File: config.mk
export PLATFORM = sky130hd
export DESIGN_NAME = nco_phase_core
export DESIGN_NICKNAME = d
export VERILOG_FILES = /design/src/rtl/nco_pkg.sv /design/src/rtl/nco_regs.sv /design/src/rtl/nco_accum.sv /design/src/rtl/nco_shape.sv /design/src/rtl/nco_phase_core.sv
export SDC_FILE = /design/constraint.sdc
export NUM_CORES = 1
export LEC_CHECK = 0
export ABC_AREA = 1
export ABC_CLOCK_PERIOD_IN_PS = 3300
export BUFFER_PORTS_ARGS = -buffer_cell sky130_fd_sc_hd__buf_2
export CAP_MARGIN = 20
export CORE_MARGIN = 2
export CORE_UTILIZATION = 46
export DETAILED_ROUTE_END_ITERATION = 8
export GPL_TIMING_DRIVEN = 0
export PLACE_DENSITY = 0.66
export SETUP_SLACK_MARGIN = 0.4
export SYNTH_ARGS = -nofsm -noshare
export SYNTH_HDL_FRONTEND = slang
export SYNTH_SLANG_ARGS = --single-unit
File: constraint.sdc
create_clock -name clk -period 3.3 [get_ports clk]
set_clock_uncertainty 0.05 [all_clocks]
set_input_delay 0.495 -clock clk [delete_from_list [all_inputs] [get_ports clk]]
set_output_delay 0.495 -clock clk [all_outputs]
set_load 0.01 [all_outputs]
File: src/rtl/nco_pkg.sv
package nco_pkg;

  typedef enum logic [2:0] {
    A_FREQ0 = 3'd0,
    A_FREQ1 = 3'd1,
    A_PHS0  = 3'd2,
    A_PHS1  = 3'd3,
    A_CTRL  = 3'd4
  } reg_addr_e;

  // packed MSB first: bit6 .. bit0
  typedef struct packed {
    logic sign_src;   // bit6: 1 = phase MSB, 0 = comparator
    logic sign_en;    // bit5
    logic sleep;      // bit4
    logic tri_mode;   // bit3
    logic pin_sel;    // bit2: selects come from pins
    logic psel;       // bit1
    logic fsel;       // bit0
  } ctrl_t;

  localparam int CTRL_W = $bits(ctrl_t);

endpackage

File: src/rtl/nco_regs.sv
module nco_regs
  import nco_pkg::*;
#(
  parameter int ACC_W  = 28,
  parameter int PH_W   = 12,
  parameter int ADDR_W = 3
) (
  input  logic              clk,
  input  logic              rst_n,
  input  logic              wr_en,
  input  logic [ADDR_W-1:0] wr_addr,
  input  logic [ACC_W-1:0]  wr_data,
  input  logic              fsel_pin,
  input  logic              psel_pin,
  output logic [ACC_W-1:0]  step_word,
  output logic [PH_W-1:0]   offset_word,
  output ctrl_t             ctrl
);

  localparam int NBANK = 2;

  logic [NBANK-1:0][ACC_W-1:0] freq_q;
  logic [NBANK-1:0][PH_W-1:0]  phs_q;
  ctrl_t                       ctrl_q;
  logic                        fsel_q, psel_q;
  logic                        fsel_eff, psel_eff;

  function automatic logic hit(input logic [ADDR_W-1:0] a, input reg_addr_e r);
    return a == ADDR_W'(r);
  endfunction

  always_ff @(posedge clk or negedge rst_n) begin
    if (!rst_n) begin
      freq_q <= '0;
      phs_q  <= '0;
      ctrl_q <= '0;
      fsel_q <= 1'b0;
      psel_q <= 1'b0;
    end else begin
      fsel_q <= fsel_pin;
      psel_q <= psel_pin;
      if (wr_en) begin
        for (int b = 0; b < NBANK; b++) begin
          if (hit(wr_addr, reg_addr_e'(int'(A_FREQ0) + b))) freq_q[b] <= wr_data;
          if (hit(wr_addr, reg_addr_e'(int'(A_PHS0) + b)))  phs_q[b]  <= wr_data[PH_W-1:0];
        end
        if (hit(wr_addr, A_CTRL)) ctrl_q <= ctrl_t'(wr_data[CTRL_W-1:0]);
      end
    end
  end

  assign fsel_eff    = ctrl_q.pin_sel ? fsel_q : ctrl_q.fsel;
  assign psel_eff    = ctrl_q.pin_sel ? psel_q : ctrl_q.psel;
  assign step_word   = freq_q[fsel_eff];
  assign offset_word = phs_q[psel_eff];
  assign ctrl        = ctrl_q;


  regs_hold_chk: assert property (@(posedge clk) disable iff (!rst_n)
    !wr_en |=> ($stable(freq_q) && $stable(phs_q) && $stable(ctrl_q)));

endmodule

File: src/rtl/nco_accum.sv
module nco_accum #(
  parameter int ACC_W = 28,
  parameter int PH_W  = 12
) (
  input  logic             clk,
  input  logic             rst_n,
  input  logic             dp_clr,
  input  logic [ACC_W-1:0] step_word,
  input  logic [PH_W-1:0]  offset_word,
  output logic [ACC_W-1:0] acc_q,
  output logic [PH_W-1:0]  phase_q
);

  function automatic logic [ACC_W-1:0] acc_next(input logic [ACC_W-1:0] a,
                                                input logic [ACC_W-1:0] s);
    return a + s;  // modulo 2^ACC_W
  endfunction

  function automatic logic [PH_W-1:0] phase_sum(input logic [ACC_W-1:0] a,
                                                input logic [PH_W-1:0] o);
    return a[ACC_W-1 -: PH_W] + o;  // modulo 2^PH_W
  endfunction

  always_ff @(posedge clk or negedge rst_n) begin
    if (!rst_n) begin
      acc_q   <= '0;
      phase_q <= '0;
    end else if (dp_clr) begin
      acc_q   <= '0;
      phase_q <= '0;
    end else begin
      acc_q   <= acc_next(acc_q, step_word);
      phase_q <= phase_sum(acc_q, offset_word);
    end
  end


  clr_zero_chk: assert property (@(posedge clk) disable iff (!rst_n)
    dp_clr |=> (acc_q == '0 && phase_q == '0));


  acc_hold_chk: assert property (@(posedge clk) disable iff (!rst_n)
    (!dp_clr && step_word == '0) |=> $stable(acc_q));

endmodule

File: src/rtl/nco_shape.sv
module nco_shape #(
  parameter int PH_W  = 12,
  parameter int OUT_W = 10
) (
  input  logic             clk,
  input  logic             rst_n,
  input  logic             dp_clr,
  input  logic             sleep_any,
  input  logic             tri_mode,
  input  logic [PH_W-1:0]  phase_q,
  input  logic [OUT_W-1:0] sine_in,
  input  logic             sign_en,
  input  logic             sign_src,
  input  logic             cmp_in,
  output logic [OUT_W-1:0] wave_q,
  output logic             sign_out
);

  localparam logic [OUT_W-1:0] MID = OUT_W'(1) << (OUT_W - 1);

  function automatic logic [OUT_W-1:0] tri_fold(input logic [PH_W-1:0] p);
    logic [OUT_W-1:0] mag;
    mag = p[PH_W-2 -: OUT_W];
    return p[PH_W-1] ? ~mag : mag;
  endfunction

  always_ff @(posedge clk or negedge rst_n) begin
    if (!rst_n)                  wave_q <= MID;
    else if (dp_clr || sleep_any) wave_q <= MID;
    else if (tri_mode)            wave_q <= tri_fold(phase_q);
    else                          wave_q <= sine_in;
  end

  assign sign_out = sign_en & (sign_src ? phase_q[PH_W-1] : cmp_in);


  sleep_mid_chk: assert property (@(posedge clk) disable iff (!rst_n)
    (sleep_any || dp_clr) |=> (wave_q == MID));


  sign_off_chk: assert property (@(posedge clk) disable iff (!rst_n)
    !sign_en |-> !sign_out);

endmodule

File: src/rtl/nco_phase_core.sv
module nco_phase_core
  import nco_pkg::*;
#(
  parameter int ACC_W  = 28,
  parameter int PH_W   = 12,
  parameter int OUT_W  = 10,
  parameter int ADDR_W = 3
) (
  input  logic              clk,
  input  logic              rst_n,
  input  logic              dp_clr,
  input  logic              sleep_in,
  input  logic              fsel_pin,
  input  logic              psel_pin,
  input  logic              wr_en,
  input  logic [ADDR_W-1:0] wr_addr,
  input  logic [ACC_W-1:0]  wr_data,
  input  logic [OUT_W-1:0]  sine_in,
  input  logic              cmp_in,
  output logic [PH_W-1:0]   phase_word,
  output logic [OUT_W-1:0]  wave_code,
  output logic              sign_out
);

  logic [ACC_W-1:0] step_word;
  logic [PH_W-1:0]  offset_word;
  ctrl_t            ctrl;
  logic [ACC_W-1:0] acc_q;
  logic             sleep_any;

  nco_regs #(.ACC_W(ACC_W), .PH_W(PH_W), .ADDR_W(ADDR_W)) u_regs (
    .clk(clk), .rst_n(rst_n), .wr_en(wr_en), .wr_addr(wr_addr),
    .wr_data(wr_data), .fsel_pin(fsel_pin), .psel_pin(psel_pin),
    .step_word(step_word), .offset_word(offset_word), .ctrl(ctrl)
  );

  nco_accum #(.ACC_W(ACC_W), .PH_W(PH_W)) u_accum (
    .clk(clk), .rst_n(rst_n), .dp_clr(dp_clr), .step_word(step_word),
    .offset_word(offset_word), .acc_q(acc_q), .phase_q(phase_word)
  );

  assign sleep_any = sleep_in | ctrl.sleep;

  nco_shape #(.PH_W(PH_W), .OUT_W(OUT_W)) u_shape (
    .clk(clk), .rst_n(rst_n), .dp_clr(dp_clr), .sleep_any(sleep_any),
    .tri_mode(ctrl.tri_mode), .phase_q(phase_word), .sine_in(sine_in),
    .sign_en(ctrl.sign_en), .sign_src(ctrl.sign_src), .cmp_in(cmp_in),
    .wave_q(wave_code), .sign_out(sign_out)
  );


  reset_out_chk: assert property (@(posedge clk)
    !rst_n |-> (phase_word == '0 && !sign_out));

endmodule

==> key figures <==
Clock network
  • H-tree depth: 4
  • CTS Buf Count: 17
  • Root buffer cell: clkbuf_16
  • Clk sinks: 139
  • Clock Latency Late Sink: 430 ps
  • Clk pin slew, worst setup/hold paths: 60 ps
  • Clock buffer depth: 2
  • CTS tree: done

Worst hold path
  • Hold Path Class: in2reg
  • Hold Startpoint: fsel_pin

Yosys
  • Ys flop type: dfrtp_1
  • Synth area leaders: dfrtp_1 44%, nand2_1 15%, o21ai_0 7.6%
  • Yosys warning total: 0
  • Seq/Total Area, Yosys: 44.0%
  • Asr flop ratio synth: 100%
  • Compound-cell area share of the yosys netlist: 11.6%
  • Mapped Avg Cell Area: 7.73 um2
  • Post-synthesis simple-gate area fraction: a little over a fifth
  • Mapped Cells: 1,024
  • Post-Syn Area: 0.00791 mm2
  • Synth Net Count: 1,116
  • Post-synth top area cell: dfrtp_1
  • Yosys reg bits: 139
  • EDFF count, synth: 0
  • Yosys cell types: 28
  • Post-synthesis adder-cell area fraction: under 10%
  • Post-synth top area share: between 40% and 50%
  • Top-count cell post-synth: nand2_1
  • Xor/xnor share of the synthesized area: 1.66%
  • Commonest cells post-synth: 312 x nand2_1, 143 x inv_1, 138 x dfrtp_1
  • Mux contribution to synthesized area: 5.27%
  • Main combinational cell family by area after synthesis: simple AND/OR/NAND/NOR gates

GRT
  • Largest net degree at the start of global routing: 85
  • Initial antenna violation count: 0
  • Total track usage: 23.8%
  • Grt ovf: 0
  • First-pass GRT wire length: 33.2 mm
  • Vias in the first global route: 6,696

Final layout
  • Area growth syn-to-layout: 19.4%
  • Antenna cells: 0
  • Nets: 1,211
  • Register area: about 0.0035 mm2
  • Multi-input gate area: 0.00398 mm2
  • # fillers: 1,608
  • Fraction of final layout cells sized beyond drive strength 1: 18.0%

Pwr
  • Sw frac: 38.4%
  • Max VDD drop: around 0.00043 V
  • Switching pwr: 2.83 mW
  • Pleak: 5.03 nW
  • Cell Pwr Density: ~780 mW/mm2
  • Cell-internal power: 4.53 mW
  • Logic pwr share: roughly 40%
  • Reg power frac: 32.3%
  • Power consumption: 7.35 mW
  • Clock Power Share: 26.4%

Setup path
  • Slowest stage delay, CP: 410 ps
  • CP Class: reg2reg
  • Critical path launch point type: flip-flop
  • Critical path required time: 3560 ps
  • CP most frequent cell: nand2_1
  • Worst path cell trace: inv_1 -> nand2_1 -> nand2_2 -> buf_8 -> buf_8 -> mux2_2 -> ha_1 -> nand2_1 -> nor2_1 -> and2_1 -> and2_1 -> nand2_1 -> a21oi_1 -> nor2_1
  • Reg2reg start: u_regs.ctrl[2]
  • CP arrival: 3040 ps
  • Worst R2R Setup Slack: 530 ps
  • Slowest CP cell: dfrtp_1
  • CP endpoint kind: flip-flop
  • Critical Path Source: u_regs.ctrl[2]
  • Crit-path max FO: 10

Detailed routing
  • Initial DRC count: slightly below 400
  • Vias/cell: 5.06
  • Routed WL: 20.7 mm
  • Initial DRT Pass Iterations: 5
  • Vias: 6,838
  • Wire per inst: about 15 um
  • Antenna viol nets, final: 0
  • Remaining DRCs: 0

Floorplan
  • Chip height: between 100 and 150 um
  • Initial Utilization: 47.4%
  • # rows: 47
  • DIE WIDTH: 135 um
  • Die footprint: 0.0183 mm2
  • I/O pin count: 72
  • Core area: about 0.017 mm2

Timing
  • Worst Tran Pin Value: between 600 and 700 ps
  • Final Max Slew Viols: 0
  • Period utilization: 84.0%
  • Peak Freq: 361 MHz
  • Hold Vio Cnt, Final: 0
  • Hold_ws: approximately 120 ps
  • Worst rel slew slack: 57.2%
  • Final setup vio count: 0
  • Unrepaired setup endpoints after global routing: yes
  • Tmin final: 2770 ps
  • Setup TNS: 0 ps

Placement
  • GP Congestion: 0.967
  • Port Buf Inserts: 70
  • Final HPWL DP: 15.3 mm

Run status
  • Status: finished clean

Job
  • Max Cap Viol: 0
## registers in the layout, summed over array words and instances, names as in the netlist
register,count
u_accum.acc_q,28
u_accum.phase_q,12
u_regs.ctrl,7
u_regs.freq_q,56
u_regs.fsel_q,1
u_regs.phs_q,24
u_regs.psel_q,1
u_shape.wave_q,10
## per-stage QoR
step	cell area, um2	cells	worst slack [ps]	utilization (%)
6_report	9450	1351	529	56.6
5_1_grt	9450	1351	375	56.6
4_1_cts	9210	1350	421	55.1
3_5_place_dp	8570	1315	330	51.3
3_3_place_gp	8540	1314	-304	51.1
2_1_floorplan	7910	1024	885	-
## critical path, delay by kind of cell (launching register included)
| kind | cells | cell delay, ps |
|---|---|---|
| flip-flops | 1 | 410 |
| buffers and inverters | 3 | 400 |
| multiplexers | 1 | 360 |
| AO/OA/AOI/OAI | 1 | 160 |
| AND/OR/NAND/NOR | 8 | 920 |
| adder cells (fa/ha/maj) | 1 | 370 |
## final timing paths
path | depth (start not counted) | endpoint
worst max-delay path | 14 | u_accum.acc_q[27]
worst min-delay path | 1 | u_regs.fsel_q
worst max register to register | 14 | u_accum.acc_q[27]
worst min register to register | 2 | u_regs.ctrl[5]
max in group asynchronous | 3 | u_shape.wave_q[9]
min in group asynchronous | 2 | u_regs.ctrl[2]
## metal layers
layer  wire length, um  vias to the layer above  part of all wire [%]  global-route usage, %
met4               608                        0                   2.9                   8.85
met3              1050                       45                   5.1                   4.60
li1                  -                     3421                     -                      -
met2              9880                      175                    48                   40.8
met1              9120                     3197                    44                   29.9
met5                 0                        -                     0                      0
## power groups by stage
stage | logic, mW | registers [mW] | clock network, mW
floorplan | 2.01 | 2.34 | 0
global placement | 2.69 | 2.36 | 0
detailed placement | 2.74 | 2.37 | 0
CTS | 2.79 | 2.35 | 1.96
global route | 3.45 | 2.43 | 2.05
finish | 3.03 | 2.38 | 1.94
## cell families after synthesis
kind of cell | after synthesis
simple gates | 438
flops | 139
fa+ha+maj | 43
xor+xnor | 15
buf+inv | 171
compound gates | 181
mux | 37
## cells in the final DEF (no fill, tap or decap), types with 2 or more instances in the layout
| cell | count |
|---|---|
| xnor2_1 | 11 |
| inv_1 | 143 |
| mux2_2 | 36 |
| ha_2 | 5 |
| nand2_1 | 302 |
| buf_2 | 77 |
| clkinvlp_4 | 2 |
| clkbuf_16 | 17 |
| and2_1 | 3 |
| o21bai_1 | 2 |
| clkinv_4 | 3 |
| nand3_2 | 5 |
| a21oi_2 | 2 |
| o21ai_0 | 119 |
| buf_6 | 2 |
| a21o_1 | 2 |
| xor2_1 | 4 |
| nor2_2 | 8 |
| nor3_2 | 2 |
| nand3_1 | 28 |
| a21oi_1 | 52 |
| ha_4 | 9 |
| buf_8 | 3 |
| nand2_2 | 12 |
| nor2_4 | 2 |
| clkinv_2 | 3 |
| clkbuf_1 | 16 |
| buf_4 | 4 |
| bufinv_16 | 3 |
| dfrtp_1 | 138 |
| ha_1 | 27 |
| nor2_1 | 73 |
## final cells by class
type	instances	area share (%)
Buffer	28	1.69
Clock buffer	20	4.73
Clock inverter	11	1.55
Inverter	143	5.68
Multi-Input combinational cell	714	42.1
Sequential cell	139	36.8
Tap cell	220	2.91
Timing Repair Buffer	76	4.49
## repair_timing
item	CTS	global route
hold buffers	1	0
endpoints found under the hold margin	9	0
pin swaps	1	3
buffers inserted	3	1
resized for setup	3	51
endpoints found under the setup margin	8	18
cloned	0	0
Note: power is estimated with default switching activity, not from simulation.
